<file path="src/rtl/flitagg_pkg.sv">
package flitagg_pkg;

  // Side-band bits stored with every queued word: {eop, half}.
  localparam int AGG_SIDE_W = 2;

  // Output gate: waiting for enough data, or streaming a started packet.
  typedef enum logic {
    AGG_GATHER = 1'b0,
    AGG_STREAM = 1'b1
  } agg_mode_e;

endpackage

</file>
<file path="src/rtl/flitagg_pairer.sv">
module flitagg_pairer #(
  parameter int FLIT_W = 2,
  localparam int WORD_W = 2 * FLIT_W
) (
  input  logic              clk,
  input  logic              rst_n,
  input  logic              flit_fire,
  input  logic [FLIT_W-1:0] flit_data,
  input  logic              flit_eop,
  output logic              word_push,
  output logic [WORD_W-1:0] word_data,
  output logic              word_eop,
  output logic              word_half
);

  logic              pend_q, pend_d;
  logic [FLIT_W-1:0] low_q;
  logic              low_en;

  always_comb begin
    pend_d = pend_q;
    if (flit_fire) begin
      pend_d = !pend_q && !flit_eop;
    end
    low_en    = flit_fire && !pend_q;
    word_push = flit_fire && (pend_q || flit_eop);
    word_eop  = flit_eop;
    word_half = !pend_q;
    if (pend_q) begin
      word_data = {flit_data, low_q};
    end else begin
      word_data = {{FLIT_W{1'b0}}, flit_data};
    end
  end

  always_ff @(posedge clk or negedge rst_n) begin
    if (!rst_n) begin
      pend_q <= 1'b0;
    end else begin
      pend_q <= pend_d;
    end
  end

  always_ff @(posedge clk or negedge rst_n) begin
    if (!rst_n) begin
      low_q <= '0;
    end else if (low_en) begin
      low_q <= flit_data;
    end
  end

endmodule

</file>
<file path="src/rtl/flitagg_fifo.sv">
module flitagg_fifo #(
  parameter int ENT_W = 6,
  parameter int DEPTH = 4,
  localparam int PTR_W = (DEPTH > 1) ? $clog2(DEPTH) : 1,
  localparam int CNT_W = $clog2(DEPTH + 1)
) (
  input  logic             clk,
  input  logic             rst_n,
  input  logic             push,
  input  logic [ENT_W-1:0] push_ent,
  input  logic             push_eop,
  input  logic             pop,
  output logic [ENT_W-1:0] head_ent,
  output logic             head_eop,
  output logic [CNT_W-1:0] cnt,
  output logic [CNT_W-1:0] eop_cnt,
  output logic             full,
  output logic             empty
);

  logic [ENT_W-1:0] mem [DEPTH];
  logic             eop_bit [DEPTH];
  logic [PTR_W-1:0] wr_q, wr_d, rd_q, rd_d;
  logic [CNT_W-1:0] cnt_q, cnt_d, eop_q, eop_d;

  function automatic logic [PTR_W-1:0] bump(input logic [PTR_W-1:0] p);
    if (p == PTR_W'(DEPTH - 1)) begin
      return '0;
    end
    return p + PTR_W'(1);
  endfunction

  always_comb begin
    wr_d  = push ? bump(wr_q) : wr_q;
    rd_d  = pop ? bump(rd_q) : rd_q;
    cnt_d = cnt_q;
    case ({push, pop})
      2'b10:   cnt_d = cnt_q + CNT_W'(1);
      2'b01:   cnt_d = cnt_q - CNT_W'(1);
      default: cnt_d = cnt_q;
    endcase
    eop_d = eop_q;
    case ({push && push_eop, pop && head_eop})
      2'b10:   eop_d = eop_q + CNT_W'(1);
      2'b01:   eop_d = eop_q - CNT_W'(1);
      default: eop_d = eop_q;
    endcase
  end

  always_ff @(posedge clk or negedge rst_n) begin
    if (!rst_n) begin
      wr_q  <= '0;
      rd_q  <= '0;
      cnt_q <= '0;
      eop_q <= '0;
    end else begin
      wr_q  <= wr_d;
      rd_q  <= rd_d;
      cnt_q <= cnt_d;
      eop_q <= eop_d;
    end
  end

  // Storage: no reset, written only under the push enable.
  always_ff @(posedge clk) begin
    if (push) begin
      mem[wr_q]     <= push_ent;
      eop_bit[wr_q] <= push_eop;
    end
  end

  assign head_ent = mem[rd_q];
  assign head_eop = eop_bit[rd_q];
  assign cnt      = cnt_q;
  assign eop_cnt  = eop_q;
  assign full     = (cnt_q == CNT_W'(DEPTH));
  assign empty    = (cnt_q == '0);

endmodule

</file>
<file path="src/rtl/flitagg_gate.sv">
module flitagg_gate
  import flitagg_pkg::*;
#(
  parameter int DEPTH  = 4,
  parameter int THRESH = 2,
  localparam int CNT_W = $clog2(DEPTH + 1)
) (
  input  logic             clk,
  input  logic             rst_n,
  input  logic             empty,
  input  logic [CNT_W-1:0] cnt,
  input  logic [CNT_W-1:0] eop_cnt,
  input  logic             pop,
  input  logic             head_eop,
  output logic             release_word
);

  agg_mode_e mode_q, mode_d;

  always_comb begin
    mode_d = mode_q;
    if (pop) begin
      mode_d = head_eop ? AGG_GATHER : AGG_STREAM;
    end
    release_word = !empty &&
                   ((mode_q == AGG_STREAM) ||
                    (cnt >= CNT_W'(THRESH)) ||
                    (eop_cnt != '0));
  end

  always_ff @(posedge clk or negedge rst_n) begin
    if (!rst_n) begin
      mode_q <= AGG_GATHER;
    end else begin
      mode_q <= mode_d;
    end
  end

endmodule

</file>
<file path="src/rtl/flit_aggregator.sv">
module flit_aggregator
  import flitagg_pkg::*;
#(
  parameter int FLIT_W = 2,
  parameter int DEPTH  = 4,
  parameter int THRESH = 2,
  localparam int WORD_W = 2 * FLIT_W,
  localparam int ENT_W  = WORD_W + AGG_SIDE_W,
  localparam int CNT_W  = $clog2(DEPTH + 1)
) (
  input  logic              clk,
  input  logic              rst_n,
  input  logic              in_valid,
  output logic              in_ready,
  input  logic [FLIT_W-1:0] in_data,
  input  logic              in_eop,
  output logic              out_valid,
  input  logic              out_ready,
  output logic [WORD_W-1:0] out_data,
  output logic              out_eop,
  output logic              out_half
);

  logic             rs0_q, rst_sync_n;
  logic             flit_fire, word_push, word_eop, word_half;
  logic [WORD_W-1:0] word_data;
  logic [ENT_W-1:0] push_ent, head_ent;
  logic             head_eop, fifo_full, fifo_empty, pop;
  logic [CNT_W-1:0] word_cnt, eop_cnt;

  // Reset: asserted asynchronously, released on the clock.
  always_ff @(posedge clk or negedge rst_n) begin
    if (!rst_n) begin
      rs0_q      <= 1'b0;
      rst_sync_n <= 1'b0;
    end else begin
      rs0_q      <= 1'b1;
      rst_sync_n <= rs0_q;
    end
  end

  assign in_ready  = rst_sync_n && !fifo_full;
  assign flit_fire = in_valid && in_ready;
  assign push_ent  = {word_eop, word_half, word_data};
  assign pop       = out_valid && out_ready;

  flitagg_pairer #(.FLIT_W(FLIT_W)) u_pair (
    .clk       (clk),
    .rst_n     (rst_sync_n),
    .flit_fire (flit_fire),
    .flit_data (in_data),
    .flit_eop  (in_eop),
    .word_push (word_push),
    .word_data (word_data),
    .word_eop  (word_eop),
    .word_half (word_half)
  );

  flitagg_fifo #(.ENT_W(ENT_W), .DEPTH(DEPTH)) u_fifo (
    .clk      (clk),
    .rst_n    (rst_sync_n),
    .push     (word_push),
    .push_ent (push_ent),
    .push_eop (word_eop),
    .pop      (pop),
    .head_ent (head_ent),
    .head_eop (head_eop),
    .cnt      (word_cnt),
    .eop_cnt  (eop_cnt),
    .full     (fifo_full),
    .empty    (fifo_empty)
  );

  flitagg_gate #(.DEPTH(DEPTH), .THRESH(THRESH)) u_gate (
    .clk          (clk),
    .rst_n        (rst_sync_n),
    .empty        (fifo_empty),
    .cnt          (word_cnt),
    .eop_cnt      (eop_cnt),
    .pop          (pop),
    .head_eop     (head_eop),
    .release_word (out_valid)
  );

  assign out_data = head_ent[WORD_W-1:0];
  assign out_half = head_ent[WORD_W];
  assign out_eop  = head_ent[WORD_W+1];

endmodule

</file>
<file path="config.mk">
export PLATFORM = sky130hd
export DESIGN_NAME = flit_aggregator
export DESIGN_NICKNAME = d
export VERILOG_FILES = /design/src/rtl/flitagg_pkg.sv /design/src/rtl/flitagg_pairer.sv /design/src/rtl/flitagg_fifo.sv /design/src/rtl/flitagg_gate.sv /design/src/rtl/flit_aggregator.sv
export SDC_FILE = /design/constraint.sdc
export NUM_CORES = 1
export LEC_CHECK = 0
export BUFFER_PORTS_ARGS = -buffer_cell sky130_fd_sc_hd__buf_2
export CORE_ASPECT_RATIO = 0.8
export CORE_UTILIZATION = 40
export CTS_BUF_LIST = sky130_fd_sc_hd__clkbuf_4 sky130_fd_sc_hd__clkbuf_8 sky130_fd_sc_hd__clkbuf_16
export CTS_CLUSTER_DIAMETER = 100
export DETAILED_ROUTE_END_ITERATION = 7
export PLACE_DENSITY = 0.56
export SYNTH_ARGS = -nofsm -noshare
export SYNTH_HDL_FRONTEND = slang
export SYNTH_SLANG_ARGS = --single-unit
</file>
<file path="constraint.sdc">
create_clock -name clk -period 2.8 [get_ports clk]
set_clock_uncertainty 0.15 [all_clocks]
set_input_delay 0.14 -clock clk [delete_from_list [all_inputs] [get_ports clk]]
set_output_delay 0.14 -clock clk [all_outputs]
set_load 0.01 [all_outputs]
</file>
==> impl_results.md, run 1 <==
- Power Density: between 900 and 1000 mW/mm^2
- Num CTS Buffers: 5
- Cell Rows: 21
- Worst-path clk slew: ~80 ps
- First-pass GRT wire length: around 4600 um
- Yosys top cell by area: edfxtp_1
- # IOs: 15
- Top delay family on crit path: simple AND/OR/NAND/NOR gates
- Sequential area share after synthesis: 0.631
- First drt pass iteration count: 4
- Synthesized instance count: between 100 and 150
- Post-DP HPWL: 2010 um
- Tot GR Track Use: 0.140
- WP buf/inv: 1
- Final WS setup: between 300 and 400 ps
- Static Leak: around 0.85 nW
- Max-slew violation count: 0
- Place WS: 332 ps
- N_diodes: 0
- Clock Latency Late Sink: approximately 300 ps
- Unrepaired setup endpoints after global routing: no
- Crit path cell chain: or4_4, a31o_4, and2_2, ha_1, inv_1, fa_1, xor2_1, nor2_1, xor2_1
- Final setup viols: 0
- Global route overflow: 0
- Count leader, synth: edfxtp_1
- Drt drc: 0
- Layout Cell Area excl Fill: roughly 0.0021 mm^2
- Critical path class: reg2reg
- H-Tree Depth: 2
- Final hold vios: 0
- Post-Route WL: roughly 2800 um
- Synth warn: 0
- DR top layer: met4
- Post-synthesis cell area: between 0.0015 and 0.002 mm^2
- CTS tree: yes
- Status: completed
- Setup crit end kind: flop
- Wire length on met1: between 1000 and 1500 um
- Area of the core: between 0.004 and 0.005 mm^2
- Startpoint Class: flop
- Distinct cell type count after synthesis: 27
- Largest net degree at the start of global routing: 14
- Post-synth top area share: 0.406
- Via-to-Cell Ratio: between 4 and 5
- Number of port buffers: 14
- Worst EP arrival: between 2000 and 3000 ps
- Antenna Violating Nets Remaining: 0
- Syn Nets: roughly 120
- Final-stage net count: 153
- CP max stage cell: or4_4
- Clk root buf: clkbuf_8
- Hold Crit Class: in2reg
- Vias in the first global route: between 900 and 1000
- Tcrit/Tclk final: 0.881
- Area post-placement: between 0.0015 and 0.002 mm^2
- Total power: a little over 2 mW
- Most Frequent Cell on Critical Path: xor2_1
- Post-synth top cells: edfxtp_1, dfrtp_1, inv_1
- Avg Inst Size Synth: approximately 16 um^2
- Iteration-0 DRC Markers: 45
- Clock sinks: 40
- Via count: slightly above 900
- Worst path max stage delay: roughly 560 ps
- Layout overhead on the synthesized area: 17.6%
- Ys flop type: edfxtp_1
- Hold WS: 76.3 ps
- CTS Buffer Depth: 2
- Max cap viols: 0
- Number of synthesized register bits: 40
- GP Congestion: 0.645
- Fin crit period: ~2500 ps
- Starting Density: 0.420
- Setup TNS: 0 ps
- Post-synth EDFFs: 24
- Met2 Routed Length: between 1000 and 1500 um
- WP data required: 2840 ps
- Synth top area cells: edfxtp_1, dfrtp_1, mux4_2
- Die width: around 77 um
- Per-cell routed wire length: between 10 and 15 um
- Highest net fanout along the worst path: 5
- Die Span Y: 61.6 um
- Layout cells sized above 1: 0.326
- CTS resizes: 0
- Peak Freq: roughly 410 MHz
- Met3 WL post-DR: just under 80 um
- Initial antenna violation count: 0
- Ys async rst share: 0.400
- Worst VDD drop: ~580 uV
- Die area: between 0.004 and 0.005 mm^2
-- stage by stage --
stage,std cells,utilization
after floorplan,108,-
after global placement,180,0.457
after detailed placement,180,0.457
after CTS,195,0.494
after global routing,195,0.494
final,195,0.494
-- registers in the layout, summed over array words and instances (netlist names) --
register        flops
rs0_q               1
u_fifo.mem         23
u_pair.low_q        2
u_fifo.rd_q         2
rst_sync_n          1
u_gate.mode_q       1
u_pair.pend_q       1
u_fifo.eop_cnt      3
u_fifo.cnt          3
u_fifo.wr_q         2
u_fifo.eop_bit      1
-- what timing repair did --
item                                    CTS  global route
hold endpoints to repair                 10             0
buffers inserted                          0             0
hold buffers                              7             0
endpoints found under the setup margin    0             0
-- layout make-up --
| cell class | instances | area (um^2) |
|---|---|---|
| inverter | 11 | 41.3 |
| multi-input combinational | 55 | 606 |
| clock buffer | 5 | 68.8 |
| timing repair buffer | 24 | 163 |
| fill | 386 | 2140 |
| sequential | 40 | 1120 |
| clock inverter | 3 | 18.8 |
| tap | 57 | 71.3 |
-- where the power goes --
part           internal (mW)  leakage, nW  total, mW  switching, mW
registers              0.795        0.407      0.905          0.110
clock network          0.173       0.0479      0.375          0.202
logic                  0.416        0.393      0.775          0.359
total                   1.38        0.848       2.05          0.671
-- worst register-to-register path, stage by stage, from the launching register on --
cell and delay, ps:
dfrtp_1 390, or4_4 560, a31o_4 300, and2_2 180
ha_1 210, inv_1 70, fa_1 170, xor2_1 140
nor2_1 60, xor2_1 140
-- worst paths after layout --
check | startpoint | end | slack (ps) | cells after the start
setup / recovery | u_gate.mode_q | u_fifo.eop_cnt[2] | 330 | 9
hold / removal | in_valid | u_pair.pend_q | 80 | 3
setup reg to reg | u_gate.mode_q | u_fifo.eop_cnt[2] | 330 | 9
hold reg to reg | rst_sync_n | u_pair.pend_q | 110 | 1
max in group asynchronous | rst_sync_n | u_fifo.cnt[2] | 1690 | 1
min in group asynchronous | rst_sync_n | u_pair.pend_q | 110 | 1
-- metal layers --
layer  up-vias  GRT usage
li1        449          -
met3         6     0.0400
met4         0     0.0687
met1       463      0.198
met5         -          0
met2        13      0.202
-- cells by family (layout without fill, tap and decap cells) --
family,Yosys count,after routing,synth area share
AND/OR/NAND/NOR,16,16,0.0549
adder cells (fa/ha/maj),9,9,0.0718
AO/OA/AOI/OAI,6,6,0.0345
XOR/XNOR,6,6,0.0296
other,1,1,0.00211
buffers and inverters,13,43,0.0282
multiplexers,17,17,0.148
flip-flops,40,40,0.631
-- placed cells by master (no fill, tap or decap) --
cell,n
a211o_2,1
a31o_4,1
a31oi_1,1
and2_1,7
and2_2,1
buf_2,14
buf_4,3
clkbuf_8,5
clkinv_2,2
clkinv_4,1
conb_1,1
dfrtp_1,16
dlygate4sd3_1,7
edfxtp_1,24
fa_1,2
ha_1,7
inv_1,11
mux2_2,6
mux2_4,2
mux2i_1,3
mux4_2,6
nand3_1,1
nand4_1,1
nor2_1,4
o2111a_2,1
o21a_1,1
o21bai_1,1
or3b_2,1
or4_4,1
xnor2_1,2
xor2_1,4
(Power assumes the default switching activity.)
==> run 2: changes to the inputs <==
--- a/config.mk
+++ b/config.mk
@@ -6,12 +6,14 @@
 export NUM_CORES = 1
 export LEC_CHECK = 0
 export BUFFER_PORTS_ARGS = -buffer_cell sky130_fd_sc_hd__buf_2
+export CELL_PAD_IN_SITES_DETAIL_PLACEMENT = 0
+export CELL_PAD_IN_SITES_GLOBAL_PLACEMENT = 1
 export CORE_ASPECT_RATIO = 0.8
 export CORE_UTILIZATION = 40
 export CTS_BUF_LIST = sky130_fd_sc_hd__clkbuf_4 sky130_fd_sc_hd__clkbuf_8 sky130_fd_sc_hd__clkbuf_16
 export CTS_CLUSTER_DIAMETER = 100
 export DETAILED_ROUTE_END_ITERATION = 7
-export PLACE_DENSITY = 0.56
+export PLACE_DENSITY = 0.64
 export SYNTH_ARGS = -nofsm -noshare
 export SYNTH_HDL_FRONTEND = slang
 export SYNTH_SLANG_ARGS = --single-unit
==> impl_results.md, run 2 (synthesized netlist as in run 1, its figures left out) <==
- Most Frequent Cell on Critical Path: xor2_1
- Clock sinks: 40
- Status: completed
- Combinational Power Share: 0.350
- Worst EP arrival: 2490 ps
- Die area: between 0.004 and 0.005 mm^2
- CTS tree: yes
- # IOs: 15
- Biggest register: u_fifo.mem
- Setup TNS: 0 ps
- Worst path max stage delay: between 500 and 600 ps
- Setup crit end kind: flop
- Post-DP HPWL: around 2100 um
- Measured slew at the worst slew-check pin: just over 500 ps
- Area of the core: between 0.004 and 0.005 mm^2
- Via count: 927
- GRT Max-Usage Layer: met2
- Starting Density: 0.420
- Layout overhead on the synthesized area: 18.7%
- Drt drc: 0
- Fin crit period: between 2000 and 2500 ps
- Static Leak: roughly 0.86 nW
- First drt pass iteration count: 4
- Reg power frac: 0.416
- Vias in the first global route: a little over 900
- WP data required: around 2800 ps
- Final-stage net count: 151
- CTS resizes: 0
- Num CTS Buffers: 5
- Tcrit/Tclk final: 0.882
- Crit path cell chain: or4_4, a31o_4, and2_2, ha_1, inv_1, fa_1, xor2_1, nor2_1, xor2_1
- Top delay family on crit path: simple AND/OR/NAND/NOR gates
- Internal reg-to-reg setup slack: about 330 ps
- Commonest non-fill, non-tap cell in the layout: edfxtp_1
- Layout cells sized above 1: 0.331
- Number of port buffers: 14
- Peak Freq: ~400 MHz
- Clk root buf: clkbuf_8
- GP Congestion: about 0.68
- Net Sw Frac: 0.305
- Worst-path clk slew: 80 ps
- Max-slew violation count: 0
- Critical path class: reg2reg
- Unrepaired setup endpoints after global routing: no
- Via-to-Cell Ratio: just under 5
- Antenna Violating Nets Remaining: 0
- Int Power: approximately 1.5 mW
- Hold Crit Class: reg2async
- Worst slew margin: 0.653
- Startpoint Class: flop
- WP buf/inv: 1
- Max reg flops: 23
- CTS Buffer Depth: 2
- Met2 GRT Util: 0.218
- Place WS: ~330 ps
- Switching pwr: approximately 0.67 mW
- N_diodes: 0
- Iteration-0 DRC Markers: roughly 80
- Final setup viols: 0
- Met3 GRT Util: 0.0400
- Die width: roughly 77 um
- Tot GR Track Use: 0.143
- Largest net degree at the start of global routing: 14
- Final WS setup: between 300 and 400 ps
- Worst VDD drop: roughly 450 uV
- Clock group share of total power: 0.234
- Cell Rows: 21
- H-Tree Depth: 2
- Die Span Y: 61.6 um
- Highest net fanout along the worst path: 5
- Final hold vios: 0
- Per-cell routed wire length: roughly 15 um
- Max cap viols: 0
- First-pass GRT wire length: between 4000 and 5000 um
- Post-Route WL: between 2000 and 3000 um
- Global route overflow: 0
- Power Density: 1040 mW/mm^2
- Clock Latency Late Sink: 290 ps
- Grt met1 use: 0.193
- CP max stage cell: or4_4
- Initial antenna violation count: 0
- Commonest cells after routing, fill and taps aside: edfxtp_1, dfrtp_1, buf_2
-- run 2: cell count changes in the layout (fill, tap and decap cells not counted), sizes merged --
cell,before,now
bufinv,0,1
clkbuf,5,7
dlygate4sd3,7,5
clkinv,3,0
-- run 2: power by group through the flow --
stage               clock network (mW)  registers, mW  logic (mW)
floorplan                            0          0.880       0.605
global placement                     0          0.917       0.757
detailed placement                   0          0.924       0.775
CTS                              0.522          0.912       0.782
global route                     0.544          0.931       0.861
finish                           0.512          0.910       0.766
-- run 2: repair_timing --
action / in CTS / in global routing
setup endpoints to repair: 0 / 0
setup buffers: 0 / 0
hold endpoints to repair: 9 / 0
hold buffers: 5 / 0
-- run 2: stage by stage --
| stage | instance area (um^2) | cells | power, mW | hold WS (ps) | utilization |
|---|---|---|---|---|---|
| 2_1_floorplan | 1780 | 108 | 1.49 | -306 | - |
| 3_3_place_gp | 1930 | 180 | 1.67 | -224 | 0.457 |
| 3_5_place_dp | 1930 | 180 | 1.70 | -222 | 0.457 |
| 4_1_cts | 2110 | 193 | 2.22 | 76.4 | 0.498 |
| 5_1_grt | 2110 | 193 | 2.34 | 88.1 | 0.498 |
| 6_report | 2110 | 193 | 2.19 | 63.3 | 0.498 |
-- run 2: metal layers --
metal	vias to the layer above	wire length, um	part of all wire
li1	441	-	-
met1	471	1420	0.49
met2	10	1340	0.46
met3	5	86	0.030
met4	0	43	0.015
met5	-	0	0
-- run 2: area by class of cell --
type	instances	area, um^2
sequential	40	1120
clock buffer	7	96.3
fill	367	2120
inverter	11	41.3
timing repair buffer	22	143
clock inverter	1	30.0
multi-input combinational	55	606
tap	57	71.3
-- run 2: worst reg2reg max path, delay by kind of cell, from the launching register on --
kind                       cells  cell delay, ps
buffers and inverters          1              70
xor gates and xnor gates       2             280
DFF                            1             380
adders and majority gates      2             380
and+or+nand+nor                3             800
AOI/OAI and AO/OA              1             300
-- run 2: path summary, 6_finish.rpt --
check,start,end,cells after the start
setup / recovery,u_gate.mode_q,u_fifo.eop_cnt[2],9
hold / removal,rst_sync_n,u_fifo.eop_cnt[0],0
setup reg to reg,u_gate.mode_q,u_fifo.eop_cnt[2],9
hold reg to reg,rst_sync_n,u_fifo.eop_cnt[0],0
max in group asynchronous,rst_n,rst_sync_n,3
min in group clk,in_valid,u_pair.pend_q,3
==> run 3: changes to the inputs <==
--- a/config.mk
+++ b/config.mk
@@ -13,7 +13,7 @@
 export CTS_BUF_LIST = sky130_fd_sc_hd__clkbuf_4 sky130_fd_sc_hd__clkbuf_8 sky130_fd_sc_hd__clkbuf_16
 export CTS_CLUSTER_DIAMETER = 100
 export DETAILED_ROUTE_END_ITERATION = 7
-export PLACE_DENSITY = 0.64
+export PLACE_DENSITY = 0.76
 export SYNTH_ARGS = -nofsm -noshare
 export SYNTH_HDL_FRONTEND = slang
 export SYNTH_SLANG_ARGS = --single-unit
==> constraint.sdc (replaced) <==
create_clock -name clk -period 2.2 [get_ports clk]
set_clock_uncertainty 0.15 [all_clocks]
set_input_delay 0.11 -clock clk [delete_from_list [all_inputs] [get_ports clk]]
set_output_delay 0.11 -clock clk [all_outputs]
set_load 0.01 [all_outputs]
==> impl_results.md, run 3 (synthesized netlist as in run 1, its figures left out) <==
- Clk root buf: clkbuf_8
- Max-slew violation count: 0
- Drt drc: 0
- Layout overhead on the synthesized area: 27.1%
- WP depth: 9
- Largest net degree at the start of global routing: 15
- Die area: between 0.004 and 0.005 mm^2
- Failing checks: negative setup slack
- Unrepaired setup endpoints after global routing: yes
- Area of the core: between 0.004 and 0.005 mm^2
- Clock group share of total power: 0.201
- Post-DP HPWL: 2150 um
- Tcrit/Tclk final: 1.04
- Via-to-Cell Ratio: roughly 4.7
- Setup crit end kind: flop
- Post-Route WL: a little under 3000 um
- Max reg flops: 23
- WP data required: between 2000 and 2500 ps
- Biggest register: u_fifo.mem
- Int Power: 2.07 mW
- Fillers: ~340
- Iteration-0 DRC Markers: 47
- CTS tree: yes
- Highest net fanout along the worst path: 3
- WP buf/inv: 1
- Initial antenna violation count: 0
- Die width: about 77 um
- First drt pass iteration count: 4
- Reg power frac: 0.374
- Num CTS Buffers: 5
- Hold Crit Class: reg2async
- Worst EP arrival: ~2300 ps
- Clock sinks: 40
- Layout cells sized above 1: 0.451
- Crit path cell chain: or4_4, a31o_4, and2_4, ha_4, inv_2, fa_2, xor2_1, nor2_1, xor2_1
- Clock Latency Late Sink: roughly 290 ps
- Switching pwr: between 0.9 and 1 mW
- Final setup viols: 4
- Commonest cells after routing, fill and taps aside: edfxtp_1, buf_4, dfrtp_1
- Final hold vios: 0
- Cell Rows: 21
- Via count: slightly below 1000
- Status: finished with violations
- Net Sw Frac: 0.306
- Hold WS: 70.3 ps
- Die Span Y: 61.6 um
- # IOs: 15
- Global route overflow: 0
- Worst VDD drop: roughly 500 uV
- Peak Freq: around 430 MHz
- Power Density: between 1000 and 1500 mW/mm^2
- GP Congestion: about 0.65
- Antenna Violating Nets Remaining: 0
- Fin crit period: around 2300 ps
- Static Leak: ~0.93 nW
- Worst-path clk slew: approximately 80 ps
- Top delay family on crit path: simple AND/OR/NAND/NOR gates
- Number of port buffers: 14
- N_diodes: 0
- Startpoint Class: flop
- Critical path class: reg2reg
- Worst path max stage delay: approximately 560 ps
- First-pass GRT wire length: 4750 um
- Vias in the first global route: ~1000
- Starting Density: 0.420
- Tot GR Track Use: 0.144
- Combinational Power Share: 0.426
- Most Frequent Cell on Critical Path: xor2_1
- Place WS: -142 ps
- Per-cell routed wire length: 13.8 um
- Final WS setup: -99.0 ps
- Max cap viols: 0
- R2R depth: 9
- Commonest non-fill, non-tap cell in the layout: edfxtp_1
- CP max stage cell: or4_4
- H-Tree Depth: 2
- CTS Buffer Depth: 2
- Final-stage net count: around 170
[run 3: changes by cell type in the layout (fill, tap and decap cells not counted), sizes merged]
cell and change:
buf +16, clkbuf -2, clkinvlp +1, dlygate4sd3 +1, inv +1
[run 3: layout make-up]
| type | instances | area [um^2] | share of cell area |
|---|---|---|---|
| Sequential cell | 40 | 1120 | 0.496 |
| Timing Repair Buffer | 39 | 273 | 0.121 |
| Clock buffer | 5 | 68.8 | 0.0305 |
| Inverter | 11 | 41.3 | 0.0183 |
| Multi-Input combinational cell | 55 | 637 | 0.282 |
| Tap cell | 57 | 71.3 | 0.0316 |
| Clock inverter | 3 | 46.3 | 0.0205 |
[run 3: path summary, 6_finish.rpt]
check                                   start                 to  slack (ps)
max in group asynchronous          rst_sync_n     u_fifo.wr_q[0]        1270
worst min-delay path               rst_sync_n      u_fifo.cnt[1]          70
worst max-delay path            u_gate.mode_q  u_fifo.eop_cnt[2]        -100
worst min register to register     rst_sync_n      u_fifo.cnt[1]          70
min in group clk                     in_valid      u_pair.pend_q          70
worst max register to register  u_gate.mode_q  u_fifo.eop_cnt[2]        -100
[run 3: layer usage]
| layer | share of wire | wire, um | vias up | global-route usage |
|---|---|---|---|---|
| met5 | 0 | 0 | - | 0 |
| met4 | 0.012 | 36 | 0 | 0.0742 |
| met3 | 0.029 | 85 | 4 | 0.0444 |
| met1 | 0.42 | 1210 | 495 | 0.158 |
| met2 | 0.54 | 1560 | 12 | 0.261 |
| li1 | - | - | 472 | - |
[run 3: repair_timing]
item                                    CTS  global route
endpoints found under the setup margin    4             4
pin swaps                                 8             2
resized for setup                         3             1
endpoints found under the hold margin    11             0
hold buffers                              6             0
setup buffers                             3             3
[run 3: worst reg2reg max path, stage by stage (launching register included)]
cell,delay [ps]
dfrtp_1,390
or4_4,560
a31o_4,250
and2_4,140
ha_4,150
inv_2,50
fa_2,180
xor2_1,130
nor2_1,60
xor2_1,140
[run 3: metrics by stage]
step	instances	TNS [ps]	power, mW	instance area (um^2)	utilization
3_5_place_dp	190	-426	2.32	2030	0.479
2_1_floorplan	108	-162	1.94	1800	-
3_3_place_gp	190	-192	2.26	2030	0.479
5_1_grt	210	-570	3.20	2260	0.534
6_report	210	-279	2.98	2260	0.534
4_1_cts	207	-333	2.98	2230	0.527
[run 3: power by group through the flow]
stage / registers [mW] / logic, mW / clock network, mW
detailed placement: 1.13 / 1.19 / 0
global placement: 1.12 / 1.14 / 0
CTS: 1.12 / 1.25 / 0.616
global route: 1.13 / 1.42 / 0.648
floorplan: 1.12 / 0.818 / 0
finish: 1.11 / 1.27 / 0.598
